**config.mk**
```make
export PLATFORM = sky130hd
export DESIGN_NAME = console_reg_shim
export DESIGN_NICKNAME = d
export VERILOG_FILES = /design/src/rtl/shim_pkg.sv /design/src/rtl/shim_decode.sv /design/src/rtl/shim_rx_slot.sv /design/src/rtl/shim_irq_ctrl.sv /design/src/rtl/console_reg_shim.sv
export SDC_FILE = /design/constraint.sdc
export NUM_CORES = 1
export LEC_CHECK = 0
export ABC_CLOCK_PERIOD_IN_PS = 1550
export CAP_MARGIN = 15
export CORE_MARGIN = 2
export CORE_UTILIZATION = 45
export CTS_CLUSTER_SIZE = 8
export DETAILED_ROUTE_END_ITERATION = 16
export DONT_BUFFER_PORTS = 1
export SYNTH_ARGS = -nofsm -noshare
export SYNTH_HDL_FRONTEND = slang
export SYNTH_SLANG_ARGS = --single-unit
```
**constraint.sdc**
```tcl
create_clock -name clk -period 1.55 [get_ports clk]
set_input_delay 0.155 -clock clk [delete_from_list [all_inputs] [get_ports clk]]
set_output_delay 0.155 -clock clk [all_outputs]
set_load 0.01 [all_outputs]
```
**src/rtl/shim_pkg.sv**
```systemverilog
package shim_pkg;
  localparam logic [3:0] OFF_DATA = 4'h8;
  localparam logic [3:0] OFF_IEN  = 4'h9;
  localparam logic [3:0] OFF_CTRL = 4'hB;
  localparam logic [3:0] OFF_MCTL = 4'hC;
  localparam logic [3:0] OFF_STAT = 4'hD;

  localparam logic [7:0] CMD_ARM_PEND = 8'h03;
  localparam logic [7:0] CMD_TX_ACK   = 8'h28;

  localparam logic [7:0] STAT_BASE    = 8'h64;
  localparam logic [7:0] STAT_RX_BIT  = 8'h01;
  localparam logic [7:0] PEND_TX_CODE = 8'h10;
  localparam logic [7:0] PEND_RX_CODE = 8'h20;

  typedef enum logic [2:0] {
    SEL_NONE,
    SEL_DATA,
    SEL_IEN,
    SEL_CTRL,
    SEL_MCTL,
    SEL_STAT,
    SEL_OTHER
  } reg_sel_e;
endpackage

```
**src/rtl/shim_decode.sv**
```systemverilog
module shim_decode import shim_pkg::*; #(
  parameter int          ADDR_W    = 8,
  parameter logic [ADDR_W-1:0] ADDR_MASK = 'h0F
) (
  input  logic              cs,
  input  logic [ADDR_W-1:0] addr,
  output reg_sel_e          sel
);
  logic [ADDR_W-1:0] offset;

  always_comb begin
    offset = addr & ADDR_MASK;
    sel    = SEL_NONE;
    if (cs) begin
      if      (offset == ADDR_W'(OFF_DATA)) sel = SEL_DATA;
      else if (offset == ADDR_W'(OFF_IEN))  sel = SEL_IEN;
      else if (offset == ADDR_W'(OFF_CTRL)) sel = SEL_CTRL;
      else if (offset == ADDR_W'(OFF_MCTL)) sel = SEL_MCTL;
      else if (offset == ADDR_W'(OFF_STAT)) sel = SEL_STAT;
      else                                  sel = SEL_OTHER;
    end
  end
endmodule

```
**src/rtl/shim_rx_slot.sv**
```systemverilog
module shim_rx_slot #(
  parameter int DATA_W = 8
) (
  input  logic              clk,
  input  logic              rst,
  input  logic              pull_req,
  input  logic              take,
  input  logic              rx_valid,
  input  logic [DATA_W-1:0] rx_data,
  output logic              rx_ready,
  output logic              full,
  output logic [DATA_W-1:0] data,
  output logic              captured,
  output logic              err_empty
);
  assign rx_ready = pull_req & ~full;
  assign captured = rx_ready & rx_valid;

  always_ff @(posedge clk) begin
    if (rst) begin
      full      <= 1'b0;
      data      <= '0;
      err_empty <= 1'b0;
    end else if (take) begin
      full <= 1'b0;
      if (!full) err_empty <= 1'b1;
    end else if (captured) begin
      full <= 1'b1;
      data <= rx_data;
    end
  end

  assert_capture_stores_R5: assert property (@(posedge clk) disable iff (rst)
    (rx_valid && rx_ready && !take) |=> (full && data == $past(rx_data)));

  assert_no_pull_when_full_R5: assert property (@(posedge clk) disable iff (rst)
    (full && !take) |=> (full && $stable(data)) || $past(take));

  assert_take_empties_R6: assert property (@(posedge clk) disable iff (rst)
    take |=> !full);

  assert_empty_err_sticky_R6: assert property (@(posedge clk) disable iff (rst)
    err_empty |=> err_empty);
endmodule

```
**src/rtl/shim_irq_ctrl.sv**
```systemverilog
module shim_irq_ctrl import shim_pkg::*; #(
  parameter int DATA_W = 8
) (
  input  logic              clk,
  input  logic              rst,
  input  logic              ctrl_wr,
  input  logic [DATA_W-1:0] wdata,
  input  logic              stat_rd,
  input  logic              tx_wr,
  input  logic              tx_ready,
  output logic              pend_mode,
  output logic              tx_irq,
  output logic              err_drop,
  output logic              err_ack
);
  logic [DATA_W-1:0] ptr_q;
  logic              tx_fire;
  logic              ack_cmd;

  assign pend_mode = (ptr_q == DATA_W'(CMD_ARM_PEND));
  assign tx_fire   = tx_wr & tx_ready;
  assign ack_cmd   = ctrl_wr & (wdata == DATA_W'(CMD_TX_ACK));

  always_ff @(posedge clk) begin
    if (rst) begin
      ptr_q <= '0;
    end else if (ctrl_wr) begin
      ptr_q <= wdata;
    end else if (stat_rd && pend_mode) begin
      ptr_q <= '0;
    end
  end

  always_ff @(posedge clk) begin
    if (rst) begin
      tx_irq   <= 1'b0;
      err_drop <= 1'b0;
      err_ack  <= 1'b0;
    end else begin
      if (tx_fire) begin
        tx_irq <= 1'b1;
      end else if (ack_cmd) begin
        if (tx_irq) tx_irq  <= 1'b0;
        else        err_ack <= 1'b1;
      end
      if (tx_wr && !tx_ready) err_drop <= 1'b1;
    end
  end

  assert_irq_after_send_R2: assert property (@(posedge clk) disable iff (rst)
    (tx_wr && tx_ready) |=> tx_irq);

  assert_drop_keeps_irq_R3: assert property (@(posedge clk) disable iff (rst)
    (tx_wr && !tx_ready) |=> (err_drop && tx_irq == $past(tx_irq)));

  assert_ptr_disarms_R7: assert property (@(posedge clk) disable iff (rst)
    (stat_rd && pend_mode && !ctrl_wr) |=> !pend_mode);

  assert_ack_clears_R8: assert property (@(posedge clk) disable iff (rst)
    (ctrl_wr && wdata == DATA_W'(CMD_TX_ACK) && !tx_wr) |=> !tx_irq);

  assert_bad_ack_flag_R8: assert property (@(posedge clk) disable iff (rst)
    (ctrl_wr && wdata == DATA_W'(CMD_TX_ACK) && !tx_irq) |=> err_ack);
endmodule

```
**src/rtl/console_reg_shim.sv**
```systemverilog
module console_reg_shim import shim_pkg::*; #(
  parameter int                ADDR_W    = 8,
  parameter logic [ADDR_W-1:0] ADDR_MASK = 'h0F
) (
  input  logic              clk,
  input  logic              rst,
  input  logic              cs,
  input  logic              we,
  input  logic [ADDR_W-1:0] addr,
  input  logic [7:0]        wdata,
  output logic [7:0]        rdata,
  input  logic              rx_valid,
  input  logic [7:0]        rx_data,
  output logic              rx_ready,
  output logic              tx_valid,
  output logic [7:0]        tx_data,
  input  logic              tx_ready,
  output logic              tx_irq,
  output logic              rx_pending,
  output logic              err_rd_empty,
  output logic              err_tx_drop,
  output logic              err_bad_ack
);
  localparam int DATA_W = 8;

  reg_sel_e          sel;
  logic              rd_acc, wr_acc;
  logic              stat_rd, data_rd, data_wr, ctrl_wr;
  logic              slot_full, slot_captured, pend_mode;
  logic [DATA_W-1:0] slot_data;
  logic              rx_pend_now;
  logic [DATA_W-1:0] stat_val, rd_val;

  shim_decode #(.ADDR_W(ADDR_W), .ADDR_MASK(ADDR_MASK)) u_decode (
    .cs  (cs),
    .addr(addr),
    .sel (sel)
  );

  assign rd_acc  = cs & ~we;
  assign wr_acc  = cs & we;
  assign stat_rd = rd_acc & (sel == SEL_STAT);
  assign data_rd = rd_acc & (sel == SEL_DATA);
  assign data_wr = wr_acc & (sel == SEL_DATA);
  assign ctrl_wr = wr_acc & (sel == SEL_CTRL);

  shim_rx_slot #(.DATA_W(DATA_W)) u_rx_slot (
    .clk      (clk),
    .rst      (rst),
    .pull_req (stat_rd),
    .take     (data_rd),
    .rx_valid (rx_valid),
    .rx_data  (rx_data),
    .rx_ready (rx_ready),
    .full     (slot_full),
    .data     (slot_data),
    .captured (slot_captured),
    .err_empty(err_rd_empty)
  );

  shim_irq_ctrl #(.DATA_W(DATA_W)) u_irq_ctrl (
    .clk      (clk),
    .rst      (rst),
    .ctrl_wr  (ctrl_wr),
    .wdata    (wdata),
    .stat_rd  (stat_rd),
    .tx_wr    (data_wr),
    .tx_ready (tx_ready),
    .pend_mode(pend_mode),
    .tx_irq   (tx_irq),
    .err_drop (err_tx_drop),
    .err_ack  (err_bad_ack)
  );

  assign tx_valid    = data_wr;
  assign tx_data     = wdata;
  assign rx_pending  = slot_full;
  assign rx_pend_now = slot_full | slot_captured;

  always_comb begin
    if (pend_mode) begin
      if (tx_irq)           stat_val = PEND_TX_CODE;
      else if (rx_pend_now) stat_val = PEND_RX_CODE;
      else                  stat_val = '0;
    end else begin
      stat_val = STAT_BASE | (rx_pend_now ? STAT_RX_BIT : 8'h00);
    end
  end

  always_comb begin
    unique case (sel)
      SEL_STAT: rd_val = stat_val;
      SEL_DATA: rd_val = slot_full ? slot_data : '0;
      default:  rd_val = '0;
    endcase
  end

  always_ff @(posedge clk) begin
    if (rst)         rdata <= '0;
    else if (rd_acc) rdata <= rd_val;
  end

  assert_idle_no_tx_R2: assert property (@(posedge clk) disable iff (rst)
    !cs |-> !tx_valid && !rx_ready);

  assert_ien_reads_zero_R9: assert property (@(posedge clk) disable iff (rst)
    (rd_acc && sel == SEL_IEN) |=> rdata == 8'h00);

  assert_rdata_holds_R10: assert property (@(posedge clk) disable iff (rst)
    !rd_acc |=> $stable(rdata));

  assert_normal_status_R4: assert property (@(posedge clk) disable iff (rst)
    (stat_rd && !pend_mode) |=> (rdata & 8'hFE) == 8'h64);
endmodule

```
==> impl_metrics.tcl <==
set metrics [dict create \
    result_of_the_run "completed" \
    power.switching_fraction_pct 24.66 \
    fmaxAchievable_mhz 696.3 \
    cts_tree "built" \
    nature_of_the_critical_path_startpoint "flop" \
    clock-sinks 29 \
    grt_pass1_wl_mm 4.567 \
    cts.repair_timing.setup_buffer_count 0 \
    cp_data_arrival_time_ps 1620 \
    worst_hold_check_slack_ps 12.28 \
    cts-root-to-sink-buffers 2 \
    synth.ff_latch_count 29 \
    post_synth_main_area_contributors "sky130_fd_sc_hd__dfxtp_1, sky130_fd_sc_hd__mux2i_1, sky130_fd_sc_hd__nor2_1" \
    dominant_synthesized_flop_cell "sky130_fd_sc_hd__dfxtp_1" \
    wl_mm 2.811 \
    cts.htree.levels 2 \
    timing.hold.worst_path_depth 3 \
    layout_min_cycle_time_ps 1436 \
    async_flop_share_pct 0 \
    setup_violations 0 \
    avgSynthCellArea_um2 9.602 \
    yosysWarnings 0 \
    syn-num-nets 162 \
    number_of_global_route_vias_before_repair 1045 \
    cts-root-buf "sky130_fd_sc_hd__clkbuf_4" \
    fin_worst_skew_ps 8.664 \
    die_h_um 57.07 \
    detailedRoute.firstIterationViolations 38 \
    starting_utilization_of_the_core_area_pct 46.77 \
    seqCellArea_um2 580.6 \
    grt_max_degree 23 \
    synthTopCellsByCount "sky130_fd_sc_hd__dfxtp_1, sky130_fd_sc_hd__nor2_1, sky130_fd_sc_hd__a21oi_1" \
    dp_hpwl_mm 1.921 \
    final_layout_size_suffix_gt1_share_pct 14.09 \
    rsz0062_at_grt "false" \
    die_area_um2 3257 \
    timing.final.hold_violations 0 \
    synthDistinctLibCells 34 \
    area_growth_pct 17.77 \
    clkSlewWorstSetupHoldPaths_ps 90 \
    timing.setup.critical_path_class "reg2reg" \
    post-synth-top-count-cell "sky130_fd_sc_hd__dfxtp_1" \
    ys_seq_area_share_pct 45.80 \
    drv_slew 0 \
    dpl.cell_count 154 \
    die_w_um 57.07 \
    drt-pass1-iter-count 4 \
    multi_input_comb_area_um2 611.8 \
    cap_viol_max_count 0 \
    placer_congestion 0.7694 \
    p_comb_share_pct 7.3 \
    critPathCaptureType "flop" \
    share_clk_of_total_power_pct 34.0 \
    yosys.area.top_type_share_pct 45.80 \
    setup-tns-final_ps 0 \
    postSynthCellCount 132 \
    core_area_um2 2710 \
    final_cells 180 \
    antennaDiodeCount 0 \
    switchingPower_uw 318.4 \
    buffer_ports.inserted 0 \
    cts_inserted_buffers 5 \
    synth_top_cell_by_area "sky130_fd_sc_hd__dfxtp_1" \
    timing.max_slew.rel_slack_pct 47.14 \
    routed_via_density 5.656 \
    seq_power_share_pct 58.7 \
    io-pin-count 53 \
    worst_ep_required_time_ps 1730 \
    power.density_nw_per_um2 865.0 \
    p_leak_nw 0.5271 \
    critical_path.max_fanout 9 \
    grt_antenna_before_repair 0 \
    worst_slew_pin_slew_ps 790.3 \
    r2r.worst_path.cells 5 \
    num_rows 19 \
    holdCritPathClass "in2reg" \
    dr_total_vias 1018 \
    nNetsFinal 178 \
    grt.total_usage_pct 18.26 \
    route.detailed.wl_per_inst_um 15.62 \
    ir_drop_mv 0.7974 \
    synth_edf_count 0 \
    synthesis.area_um2 1267 \
    fillCellCount 268 \
    globalRoute.totalOverflow 0 \
    drc 0 \
    min_period_over_period_pct 92.65 \
    power_report.internal_total_uw 972.8 \
    clkLatencyLatePin_ps 330 \
    ant_nets 0 \
]
-- cells by family after synthesis --
| family | after synthesis | share of synthesized area (%) |
|---|---|---|
| AOI/OAI and AO/OA | 30 | 17.97 |
| buffers and inverters | 14 | 7.108 |
| DFF | 29 | 45.80 |
| muxes | 8 | 6.318 |
| and+or+nand+nor | 51 | 22.80 |
-- worst paths after layout --
check                           start             endpoint  slack, ps
setup reg to reg       u_rx_slot.full    u_rx_slot.data[0]        110
hold reg to reg   u_irq_ctrl.ptr_q[6]  u_irq_ctrl.ptr_q[6]        490
hold / removal               tx_ready  u_irq_ctrl.err_drop         10
setup / recovery       u_rx_slot.full    u_rx_slot.data[0]        110
-- per-stage QoR --
stage	util [%]	setup WS (ps)	total power [mW]	cell area, um2
2_1_floorplan	-	184.6	0.8417	1267
3_3_place_gp	45.84	101.3	0.8218	1242
3_5_place_dp	45.84	86.33	0.8228	1242
4_1_cts	54.52	72.85	1.303	1478
5_1_grt	55.08	2.129	1.349	1493
6_report	55.08	113.9	1.291	1493
-- registers in the layout (all words and copies together) (netlist names) --
name                 cells
rdata                    8
u_irq_ctrl.ptr_q         8
u_rx_slot.full           1
u_rx_slot.err_empty      1
u_irq_ctrl.err_ack       1
u_irq_ctrl.tx_irq        1
u_rx_slot.data           8
u_irq_ctrl.err_drop      1
-- critical path, cell delays in order, from the launching register on --
cell and delay, ps:
sky130_fd_sc_hd__dfxtp_1 320, sky130_fd_sc_hd__or3b_1 380, sky130_fd_sc_hd__nor3_2 110, sky130_fd_sc_hd__buf_4 220, sky130_fd_sc_hd__mux2i_1 220, sky130_fd_sc_hd__nor2_1 60
-- final cells by class --
| class | instances | share of cell area [%] |
|---|---|---|
| Multi-Input combinational cell | 89 | 40.99 |
| Sequential cell | 29 | 38.89 |
| Timing Repair Buffer | 20 | 13.08 |
| Tap cell | 31 | 2.598 |
| Clock buffer | 5 | 2.515 |
| Clock inverter | 3 | 1.174 |
| Inverter | 3 | 0.7544 |
-- cell usage in the layout (no fill, tap or decap), types with 2 or more instances in the layout --
cell / n
sky130_fd_sc_hd__clkbuf_4: 5
sky130_fd_sc_hd__a22oi_1: 5
sky130_fd_sc_hd__nor3_1: 3
sky130_fd_sc_hd__a21oi_1: 10
sky130_fd_sc_hd__a32oi_1: 2
sky130_fd_sc_hd__mux2i_1: 8
sky130_fd_sc_hd__a22o_1: 7
sky130_fd_sc_hd__nor2_1: 18
sky130_fd_sc_hd__dfxtp_1: 29
sky130_fd_sc_hd__dlygate4sd3_1: 18
sky130_fd_sc_hd__a211oi_1: 2
sky130_fd_sc_hd__nor2_2: 2
sky130_fd_sc_hd__nor3_2: 2
sky130_fd_sc_hd__clkinv_2: 2
sky130_fd_sc_hd__inv_1: 3
sky130_fd_sc_hd__nand2_1: 9
sky130_fd_sc_hd__nor4b_1: 2
sky130_fd_sc_hd__o21ai_0: 2
sky130_fd_sc_hd__buf_4: 2
-- layer usage --
| metal | vias to the layer above | share of wire [%] | GRT usage [%] |
|---|---|---|---|
| met4 | 0 | 2.0 | 9.967 |
| met2 | 31 | 50 | 31.69 |
| met1 | 479 | 41 | 18.71 |
| met3 | 7 | 6.8 | 7.256 |
| met5 | - | 0 | 0 |
| li1 | 501 | - | - |
-- what timing repair did --
action	in CTS	in global routing
setup endpoints to repair	0	7
hold endpoints to repair	29	0
hold buffers	18	0
gates resized for setup	0	3
-- power groups by stage --
stage	clock network, mW	registers (mW)	logic, mW
2_1_floorplan	0	0.773	0.0683
3_3_place_gp	0	0.775	0.0471
3_5_place_dp	0	0.775	0.0479
4_1_cts	0.452	0.757	0.0939
5_1_grt	0.488	0.759	0.102
6_report	0.439	0.758	0.0942
Power figures use the tool's default switching activity.
